**src/rtl/dbell_pkg.sv**
```systemverilog
package dbell_pkg;
  localparam int unsigned FRAME_AW  = 12;
  localparam int unsigned WIN_SHIFT = 5;
  localparam int unsigned IDX_W     = FRAME_AW - WIN_SHIFT;

  // window offsets
  localparam logic [WIN_SHIFT-1:0] OFF_FLAGS   = 5'h00;
  localparam logic [WIN_SHIFT-1:0] OFF_VISIBLE = 5'h04;
  localparam logic [WIN_SHIFT-1:0] OFF_CLEAR   = 5'h08;
  localparam logic [WIN_SHIFT-1:0] OFF_RAISE   = 5'h0C;
  localparam logic [WIN_SHIFT-1:0] OFF_MASK    = 5'h10;
  localparam logic [WIN_SHIFT-1:0] OFF_MASKON  = 5'h14;
  localparam logic [WIN_SHIFT-1:0] OFF_MASKOFF = 5'h18;

  // frame-level addresses
  localparam logic [FRAME_AW-1:0] ADR_WIN_END = 12'hF80;
  localparam logic [FRAME_AW-1:0] ADR_COUNT   = 12'hF80;
  localparam logic [FRAME_AW-1:0] ADR_WAKEREQ = 12'hF88;
  localparam logic [FRAME_AW-1:0] ADR_WAKEACK = 12'hF8C;
  localparam logic [FRAME_AW-1:0] ADR_ARCHID  = 12'hFCC;

  localparam logic [3:0] ARCH_MAJOR = 4'h1;

  // set wins over clear on a shared bit
  function automatic logic [31:0] flag_next(input logic [31:0] cur,
                                            input logic [31:0] raise,
                                            input logic [31:0] drop);
    return (cur & ~drop) | raise;
  endfunction

  function automatic logic [31:0] mask_next(input logic [31:0] cur,
                                            input logic [31:0] on,
                                            input logic [31:0] off);
    return (cur | on) & ~off;
  endfunction

  function automatic logic [31:0] visible_bits(input logic [31:0] flags,
                                               input logic [31:0] mask);
    return flags & ~mask;
  endfunction

  function automatic logic [31:0] arch_word(input logic [3:0] minor);
    return {24'h0, ARCH_MAJOR, minor};
  endfunction
endpackage

```
**src/rtl/dbell_win_dec.sv**
```systemverilog
module dbell_win_dec
  import dbell_pkg::*;
#(
  parameter int unsigned NUM_CH = 4
) (
  input  logic [FRAME_AW-1:0]  addr,
  output logic [NUM_CH-1:0]    hit,
  output logic [WIN_SHIFT-1:0] off
);
  logic             in_windows;
  logic [IDX_W-1:0] idx;

  assign in_windows = addr < ADR_WIN_END;
  assign idx        = addr[FRAME_AW-1:WIN_SHIFT];
  assign off        = addr[WIN_SHIFT-1:0];

  for (genvar n = 0; n < NUM_CH; n++) begin : g_hit
    assign hit[n] = in_windows && (idx == IDX_W'(n));
  end
endmodule

```
**src/rtl/dbell_access.sv**
```systemverilog
module dbell_access #(
  parameter int unsigned WAKE_CYCLES = 2
) (
  input  logic clk,
  input  logic rst_n,
  input  logic req_wr,
  input  logic req_val,
  output logic req,
  output logic ready
);
  localparam int unsigned CW = $clog2(WAKE_CYCLES + 1);

  logic [CW-1:0] wait_cnt;
  logic          wait_done;

  assign wait_done = wait_cnt == CW'(WAKE_CYCLES);
  assign ready     = req && wait_done;

  always_ff @(posedge clk or negedge rst_n) begin
    if (!rst_n) begin
      req      <= 1'b0;
      wait_cnt <= '0;
    end else begin
      if (req_wr) req <= req_val;
      if (!req) wait_cnt <= '0;
      else if (!wait_done) wait_cnt <= wait_cnt + 1'b1;
    end
  end

  // ready only rises after request has been held for the wake-up delay
  p_ready_waits_r6: assert property (@(posedge clk) disable iff (!rst_n)
    $rose(ready) |-> ($past(req) && $past(req, 2)));

  // dropping the request drops ready at once
  p_ready_drops_r6: assert property (@(posedge clk) disable iff (!rst_n)
    (req_wr && !req_val) |=> !ready);
endmodule

```
**src/rtl/dbell_chan.sv**
```systemverilog
module dbell_chan
  import dbell_pkg::*;
#(
  parameter int unsigned DATA_W = 32
) (
  input  logic              clk,
  input  logic              rst_n,
  input  logic              raise_en,
  input  logic [DATA_W-1:0] raise_val,
  input  logic              clear_en,
  input  logic              mask_on_en,
  input  logic              mask_off_en,
  input  logic [DATA_W-1:0] rcv_val,
  output logic [DATA_W-1:0] flags,
  output logic [DATA_W-1:0] mask,
  output logic              pending
);
  logic [DATA_W-1:0] raise_bits, drop_bits, on_bits, off_bits;

  assign raise_bits = raise_en    ? raise_val : '0;
  assign drop_bits  = clear_en    ? rcv_val   : '0;
  assign on_bits    = mask_on_en  ? rcv_val   : '0;
  assign off_bits   = mask_off_en ? rcv_val   : '0;
  assign pending    = |visible_bits(flags, mask);

  always_ff @(posedge clk or negedge rst_n) begin
    if (!rst_n) begin
      flags <= '0;
      mask  <= '0;
    end else begin
      flags <= flag_next(flags, raise_bits, drop_bits);
      mask  <= mask_next(mask, on_bits, off_bits);
    end
  end

  // every raised bit is present after the edge
  p_raise_lands_r2: assert property (@(posedge clk) disable iff (!rst_n)
    raise_en |=> ((flags & $past(raise_val)) == $past(raise_val)));

  // cleared bits are gone when nothing is raised at the same time
  p_clear_empties_r3: assert property (@(posedge clk) disable iff (!rst_n)
    (clear_en && !raise_en) |=> ((flags & $past(rcv_val)) == '0));

  // mask set bits stick
  p_mask_on_r4: assert property (@(posedge clk) disable iff (!rst_n)
    (mask_on_en && !mask_off_en) |=> ((mask & $past(rcv_val)) == $past(rcv_val)));

  // a bit both raised and cleared stays raised
  p_raise_beats_clear_r8: assert property (@(posedge clk) disable iff (!rst_n)
    (raise_en && clear_en) |=>
      ((flags & $past(raise_val & rcv_val)) == $past(raise_val & rcv_val)));
endmodule

```
**src/rtl/dbell_mbox.sv**
```systemverilog
module dbell_mbox
  import dbell_pkg::*;
#(
  parameter int unsigned NUM_CH      = 4,
  parameter int unsigned DATA_W      = 32,
  parameter int unsigned WAKE_CYCLES = 2,
  parameter int unsigned ARCH_MINOR  = 1
) (
  input  logic                clk,
  input  logic                rst_n,
  input  logic                snd_wr,
  input  logic [FRAME_AW-1:0] snd_addr,
  input  logic [DATA_W-1:0]   snd_wdata,
  output logic [DATA_W-1:0]   snd_rdata,
  input  logic                rcv_wr,
  input  logic [FRAME_AW-1:0] rcv_addr,
  input  logic [DATA_W-1:0]   rcv_wdata,
  output logic [DATA_W-1:0]   rcv_rdata,
  output logic                rcv_irq
);
  localparam logic [DATA_W-1:0] COUNT_WORD = DATA_W'(NUM_CH);
  localparam logic [DATA_W-1:0] ARCH_WORD  = DATA_W'(arch_word(4'(ARCH_MINOR)));

  logic [NUM_CH-1:0]    snd_hit, rcv_hit, pend;
  logic [WIN_SHIFT-1:0] snd_off, rcv_off;
  logic                 wake_req, wake_ack;
  logic [DATA_W-1:0]    flags [NUM_CH];
  logic [DATA_W-1:0]    mask  [NUM_CH];
  logic [NUM_CH*DATA_W-1:0] flags_flat;
  logic                 raise_try;

  dbell_win_dec #(.NUM_CH(NUM_CH)) u_snd_dec (
    .addr(snd_addr), .hit(snd_hit), .off(snd_off));
  dbell_win_dec #(.NUM_CH(NUM_CH)) u_rcv_dec (
    .addr(rcv_addr), .hit(rcv_hit), .off(rcv_off));

  dbell_access #(.WAKE_CYCLES(WAKE_CYCLES)) u_access (
    .clk(clk), .rst_n(rst_n),
    .req_wr(snd_wr && (snd_addr == ADR_WAKEREQ)),
    .req_val(snd_wdata[0]),
    .req(wake_req), .ready(wake_ack));

  assign raise_try = snd_wr && (|snd_hit) && (snd_off == OFF_RAISE);

  for (genvar n = 0; n < NUM_CH; n++) begin : g_ch
    dbell_chan #(.DATA_W(DATA_W)) u_chan (
      .clk(clk), .rst_n(rst_n),
      .raise_en(raise_try && snd_hit[n] && wake_ack),
      .raise_val(snd_wdata),
      .clear_en(rcv_wr && rcv_hit[n] && (rcv_off == OFF_CLEAR)),
      .mask_on_en(rcv_wr && rcv_hit[n] && (rcv_off == OFF_MASKON)),
      .mask_off_en(rcv_wr && rcv_hit[n] && (rcv_off == OFF_MASKOFF)),
      .rcv_val(rcv_wdata),
      .flags(flags[n]), .mask(mask[n]), .pending(pend[n]));
    assign flags_flat[n*DATA_W +: DATA_W] = flags[n];
  end

  assign rcv_irq = |pend;

  always_comb begin
    snd_rdata = '0;
    for (int n = 0; n < NUM_CH; n++) begin
      if (snd_hit[n] && snd_off == OFF_FLAGS) snd_rdata = flags[n];
    end
    case (snd_addr)
      ADR_COUNT:   snd_rdata = COUNT_WORD;
      ADR_WAKEREQ: snd_rdata = DATA_W'(wake_req);
      ADR_WAKEACK: snd_rdata = DATA_W'(wake_ack);
      ADR_ARCHID:  snd_rdata = ARCH_WORD;
      default: ;
    endcase
  end

  always_comb begin
    rcv_rdata = '0;
    for (int n = 0; n < NUM_CH; n++) begin
      if (rcv_hit[n]) begin
        case (rcv_off)
          OFF_FLAGS:   rcv_rdata = flags[n];
          OFF_VISIBLE: rcv_rdata = visible_bits(flags[n], mask[n]);
          OFF_MASK:    rcv_rdata = mask[n];
          default: ;
        endcase
      end
    end
    case (rcv_addr)
      ADR_COUNT:  rcv_rdata = COUNT_WORD;
      ADR_ARCHID: rcv_rdata = ARCH_WORD;
      default: ;
    endcase
  end

  // a raise attempted without ready leaves every flag as it was
  p_blocked_raise_r7: assert property (@(posedge clk) disable iff (!rst_n)
    (raise_try && !wake_ack && !rcv_wr) |=> $stable(flags_flat));

  // interrupt never high with all flags empty
  p_irq_needs_flag_r5: assert property (@(posedge clk) disable iff (!rst_n)
    rcv_irq |-> (flags_flat != '0));
endmodule

```
**config.mk**
```make
export PLATFORM = sky130hd
export DESIGN_NAME = dbell_mbox
export DESIGN_NICKNAME = d
export VERILOG_FILES = /design/src/rtl/dbell_pkg.sv /design/src/rtl/dbell_win_dec.sv /design/src/rtl/dbell_access.sv /design/src/rtl/dbell_chan.sv /design/src/rtl/dbell_mbox.sv
export SDC_FILE = /design/constraint.sdc
export NUM_CORES = 1
export LEC_CHECK = 0
export ABC_AREA = 1
export BUFFER_PORTS_ARGS = -buffer_cell sky130_fd_sc_hd__buf_2
export CAP_MARGIN = 20
export CORE_UTILIZATION = 50
export CTS_BUF_LIST = sky130_fd_sc_hd__clkbuf_8
export DETAILED_ROUTE_END_ITERATION = 16
export GPL_ROUTABILITY_DRIVEN = 0
export PLACE_DENSITY = 0.69
export SLEW_MARGIN = 20
export SYNTH_ARGS = -nofsm -noshare
export SYNTH_HDL_FRONTEND = slang
export SYNTH_SLANG_ARGS = --single-unit
```
**constraint.sdc**
```tcl
create_clock -name clk -period 1.8 [get_ports clk]
set_input_delay 0.09 -clock clk [delete_from_list [all_inputs] [get_ports clk]]
set_output_delay 0.09 -clock clk [all_outputs]
set_load 0.005 [all_outputs]
```
### Word-level counts from Yosys, hierarchy flattened

Cells that the tools add are included.

* logic and storage cells: 143
* register bits after elaboration: 259
* input port bits: 92

* bitwise logic cells: 32
* $lt $le $gt $ge: 2
* reduce and logical (&&, ||, !) cells: 46
* mux-type cells: 32
* equality and inequality tests: 20
* add/sub/neg operators: 1

Operator list (count)
* two-way mux 32 bit: 24
* AND 32 bit: 12
* inverter 32 bit: 12
* one-hot mux 32 bit (3 select lines): 4
* OR 32 bit: 8
* one-hot mux 32 bit (4 select lines): 1
* OR reduction 128 bit: 1
* == test 12 bit, second input constant: 6
* one-hot mux 32 bit (2 select lines): 1
* logical AND 1 bit: 40
* == test 7 x 2 -> 1 bit, second input constant: 4
* < comparator 12 bit, second input constant: 2
* == test 5 bit, second input constant: 3
* == test 7 x 1 -> 1 bit, second input constant: 2
* zero test 7 bit: 2
* == test 5 x 4 -> 1 bit, second input constant: 2
* zero test 5 bit: 2
* == test 5 x 3 -> 1 bit, second input constant: 1
* two-way mux 2 bit: 2
* OR reduction 4 bit: 1
* adder 2 x 1 -> 2 bit, second input constant: 1
* == test 2 bit, second input constant: 1
* inequality test 2 bit, second input constant: 1

### Longest topological paths before layout

* depth in word-level cells: 11
* gate-level depth with buffers: 12

### Hierarchy

From an unflattened synthesis, not the netlist that was laid out.

* cell total of the unflattened synthesis: 2833
* area total of the unflattened synthesis: 17837.1 um^2

Modules (own cells, without submodules)
* dbell_chan: instances 4, area an instance 3031.7 um^2, sequential area each 1601.5 um^2, cells an instance 395
* dbell_mbox: instances 1, area an instance 5327.6 um^2, sequential area each 0.0 um^2, cells an instance 1187
* dbell_win_dec: instances 2, area an instance 116.4 um^2, sequential area each 0.0 um^2, cells an instance 24
* dbell_access: instances 1, area an instance 150.1 um^2, sequential area each 75.1 um^2, cells an instance 18

### Worst setup path after synthesis

OpenSTA, ideal clock, no wires.

* path type: register to register
* from: register u_access.wait_cnt[0]
* to: register g_ch[0].u_chan.flags[10]
* buffers on the path: 1
* setup time: 0.065 ns
* path slack: 0.355 ns
* period minus slack after synthesis: 1.445 ns
* arrival time: 1.380 ns
* cell stages (with the launch flop): 8
* cells stage by stage: dfrtp_1 -> inv_1 -> ha_1 -> nand2_1 -> nor4_2 -> buf_2 -> nand2_1 -> nand2_1

* word-level cells in the longest chain between the ends: 5

RTL lines
* start, declared: line dbell_access.sv:13 `logic [CW-1:0] wait_cnt;`
* start signal, assigned: line dbell_access.sv:26 `else if (!wait_done) wait_cnt <= wait_cnt + 1'b1;`
* == test 2 bit: line dbell_access.sv:16 `assign wait_done = wait_cnt == CW'(WAKE_CYCLES);`
* logical AND 1 bit: line dbell_access.sv:17 `assign ready = req && wait_done;`
* logical AND 1 bit: line dbell_mbox.sv:48 `.raise_en(raise_try && snd_hit[n] && wake_ack),`
* two-way mux 32 bit: line dbell_chan.sv:20 `assign raise_bits = raise_en ? raise_val : '0;`
* OR 32 bit: line dbell_pkg.sv:28 `return (cur & ~drop) | raise;`
* end signal, assigned: line dbell_chan.sv:31 `flags <= flag_next(flags, raise_bits, drop_bits);`
* end, declared: line dbell_chan.sv:14 `output logic [DATA_W-1:0] flags,`

No other way between the ends.
A chain may end at the register's enable or synchronous reset.

### Final worst setup path

* from: register g_ch[3].u_chan.flags[29]
* to: output port rcv_irq

* word-level cells in the longest chain between the ends: 2

RTL lines
* start, declared: line dbell_chan.sv:14
* start signal, assigned: line dbell_chan.sv:31
* AND 32 bit: line dbell_pkg.sv:39 `return flags & ~mask;`
* OR reduction 128 bit: line dbell_mbox.sv:58 `assign rcv_irq = |pend;`
* end, declared: line dbell_mbox.sv:19 `output logic rcv_irq`

No other way between the ends.

==> results by group <==
Status
  • Status: complete, but fails checks
  • Failing checks: setup timing

STA
  • Final setup viols: 16
  • Fmax: 0.441 GHz
  • Unrepaired setup endpoints after global routing: yes
  • Final Hold Vio Count: 0
  • Post-layout min period: 2.27 ns
  • Max transition margin: 67.4%
  • Layout Skew: 0.0307 ns
  • Worst Tran Pin Value: 0.488 ns
  • Min Hold Slack: 0.0367 ns
  • Crit share post-route: 126%
  • Fin worst setup slack: -0.466 ns
  • Final Max Slew Viols: 0
  • Post-route setup TNS: -1.12 ns

Power and ir drop
  • Clock group share of total power: 44.3%
  • P_sw: 0.00346 W
  • Peak supply drop: 0.000519 V
  • Reg power frac: 46.5%
  • Total Power: 0.0127 W
  • Power Density: 596 nW/um^2
  • Internal cell power: 0.00926 W
  • Lkg Pwr: 10.7 nW
  • Combinational group share of total power: 9.3%
  • Sw Ratio: 27.2%

Drt
  • Routed Antenna Nets: 0
  • Number of vias per cell: 6.02
  • Drt first pass iters: 6
  • Max Used Layer: met4
  • DRC: 0
  • Vias: 19000
  • Routed length on met2: 29700 um
  • Routed len/inst: 21.0 um
  • DRT iter0 DRCs: 2396
  • DRT met1 WL: 25300 um
  • Routed length on met3: 7580 um
  • Routed Wire Length: 66400 um

Setup path
  • Critical Path AT: 2.18 ns
  • Critical path required time: 1.71 ns
  • Worst R2R Setup Slack: 0.08 ns
  • Worst setup EP type: primary output
  • Critical path's largest stage delay: 0.40 ns
  • CP Class: reg2out
  • Family with the most delay on the worst path: simple AND/OR/NAND/NOR gates
  • Crit path buf inv count: 1
  • CP max-delay cell: dfrtp_1
  • Worst reg2reg path depth: 8
  • FF-to-FF End: g_ch[1].u_chan.flags[2]
  • FF-to-FF Start: u_access.wait_cnt[0]
  • Startpoint types: flip-flop
  • Critical path cell sequence: nand2_1, nand2_1, a211oi_2, nand2_1, nor2_2, nand2_2, nor2_2, nand2_2, buf_2
  • Most frequent cell on the critical path: nand2_1
  • Crit-path max FO: 4

Die
  • Initial core utilization: 51.1%
  • Die Area: 33100 sq um
  • I/O pins: 157
  • Die Ht: 182 um
  • Row Count: 65
  • Core ar.: 31700 sq um
  • Chip Width: 182 um

Clock network
  • Num CTS Buffers: 47
  • CTS tree: built
  • Clk Tree Root Cell: clkbuf_8
  • H-tree levels: 2
  • Clock Latency Late Sink: 0.62 ns
  • Clk sinks: 259
  • Clock transition at path regs: 0.06 ns
  • Clock Tree Buf Depth: 3

Finish
  • Area Growth Syn to Fin: 31.8%
  • Final Util: 67.3%
  • Fraction of layout cells with a size suffix above 1: 23.8%
  • Multi-input gate area: 8450 sq um
  • Post-layout instance area: 21300 sq um
  • Fillers: 2785
  • Nets@finish: 2811
  • Sequential cell area: 6480 sq um

Worst hold path
  • Min-Delay Endpoint: u_access.req
  • Hold Path Class: in2reg
  • Worst Hold Depth: 7
  • Min-delay src: snd_addr[7]

Placement
  • IO buf count: 156
  • Detailed placement HPWL: 41200 um
  • Post-DP Area: 18500 sq um

Logic synthesis
  • Synth top area share: 40.0%
  • Synth Area per Inst: 6.77 sq um
  • Fraction of registers with async set/reset: 100%
  • Seq/Total Area, Yosys: 40.0%
  • Most frequent cell after synthesis: nand2_1
  • Mapped Area: 16200 sq um
  • Most area-consuming cells after synthesis: dfrtp_1, nand2_1, o21ai_0, inv_1, a21oi_1
  • Number of synthesized flops with an enable pin: 0
  • Synth cell count leaders: nand2_1, o21ai_0, inv_1
  • Synth area leader: dfrtp_1
  • Syn Nets: 2485
  • Ys Warns: 0
  • Synth Flop Type: dfrtp_1
  • Synth Register Bits: 259
  • Cells after Synth: 2392
  • Cell variety after synth: 40

GRT
  • Initial antenna violation count: 0
  • Vias in the first global route: 17800
  • GRT Util Overall: 38.9%
  • Total grt overflow: 0
  • First-pass GRT wire length: 99100 um
  • Largest net degree at the start of global routing: 72

Job
  • Max Cap Violations: 0
flip-flops by register name (all words and copies together), names as in the netlist:
register           cells
u_access.wait_cnt      2
g_ch.u_chan.flags    128
u_access.req           1
g_ch.u_chan.mask     128
timing repair:
| action | CTS | global route |
|---|---|---|
| gates resized for setup | 83 | 222 |
| endpoints found under the setup margin | 28 | 69 |
| endpoints found under the hold margin | 516 | 0 |
| pin swaps | 39 | 134 |
| hold buffers | 81 | 0 |
| cloned | 0 | 3 |
| buffers inserted | 19 | 52 |
final cells by class:
class | count | share of cell area [%]
Sequential cell | 259 | 30.4
Timing Repair Buffer | 434 | 17.9
Clock buffer | 59 | 3.81
Tap cell | 402 | 2.36
Multi-Input combinational cell | 1670 | 39.6
Clock inverter | 26 | 0.539
Inverter | 306 | 5.38
Antenna cell | 1 | 0.0117
logic make-up (layout without fill, tap and decap cells):
family                     after synthesis  after routing  share of synthesized area, %
other                                    0              1                             0
AOI/OAI and AO/OA                      689            689                          23.1
and+or+nand+nor                        980            980                          25.4
adders and majority gates                1              1                        0.0773
DFF                                    259            259                          40.0
buffers and inverters                  463            825                          11.5
how the worst max path moves through the flow:
stage	from	endpoint	slack, ns	cells after the start
final	g_ch[3].u_chan.flags[29]	rcv_irq	-0.47	9
after global routing	g_ch[1].u_chan.flags[11]	rcv_irq	-0.52	9
after CTS	g_ch[1].u_chan.flags[7]	rcv_irq	-0.41	9
after detailed placement	g_ch[0].u_chan.flags[31]	rcv_irq	0.006	9
after global placement	g_ch[0].u_chan.flags[31]	rcv_irq	0.001	9
after floorplan	u_access.wait_cnt[0]	g_ch[0].u_chan.flags[10]	0.36	7
tightest hold or removal path: stages:
cell and delay, ns:
buf_2 0.11, nand3_1 0.08, nor2_1 0.06, nand3_1 0.09, nor2_1 0.05, nand2_1 0.04, o21ai_0 0.06
through the flow:
stage          std cells  setup slack [ns]
4_1_cts             3108            -0.412
2_1_floorplan       2392             0.355
3_3_place_gp        2924           0.00126
3_5_place_dp        2924           0.00559
5_1_grt             3156            -0.522
6_report            3157            -0.466
cell usage in the layout (no fill, tap or decap), drive strengths merged, types with 6 or more instances in the layout:
| cell type | instances |
|---|---|
| nand4 | 27 |
| nor3 | 41 |
| dlygate4sd3 | 74 |
| nor2 | 194 |
| nand3 | 110 |
| a21oi | 208 |
| inv | 323 |
| o22ai | 50 |
| buf | 354 |
| clkbuf | 62 |
| o21ai | 347 |
| o221ai | 9 |
| clkinv | 6 |
| dfrtp | 259 |
| a22oi | 65 |
| nand2 | 603 |
power groups by stage:
stage               logic, W  clock network, W  registers [W]
CTS                  0.00107           0.00565        0.00591
global route         0.00127           0.00595        0.00591
floorplan           0.000392                 0        0.00600
finish               0.00118           0.00563        0.00591
global placement    0.000877                 0        0.00600
detailed placement  0.000899                 0        0.00600
metal layers:
| metal | vias to the layer above | track usage [%] |
|---|---|---|
| li1 | 8522 | - |
| met1 | 8853 | 50.9 |
| met2 | 1308 | 61.4 |
| met3 | 313 | 7.22 |
| met4 | 0 | 20.5 |
| met5 | - | 0 |
Note: power is estimated with default switching activity, not from simulation.
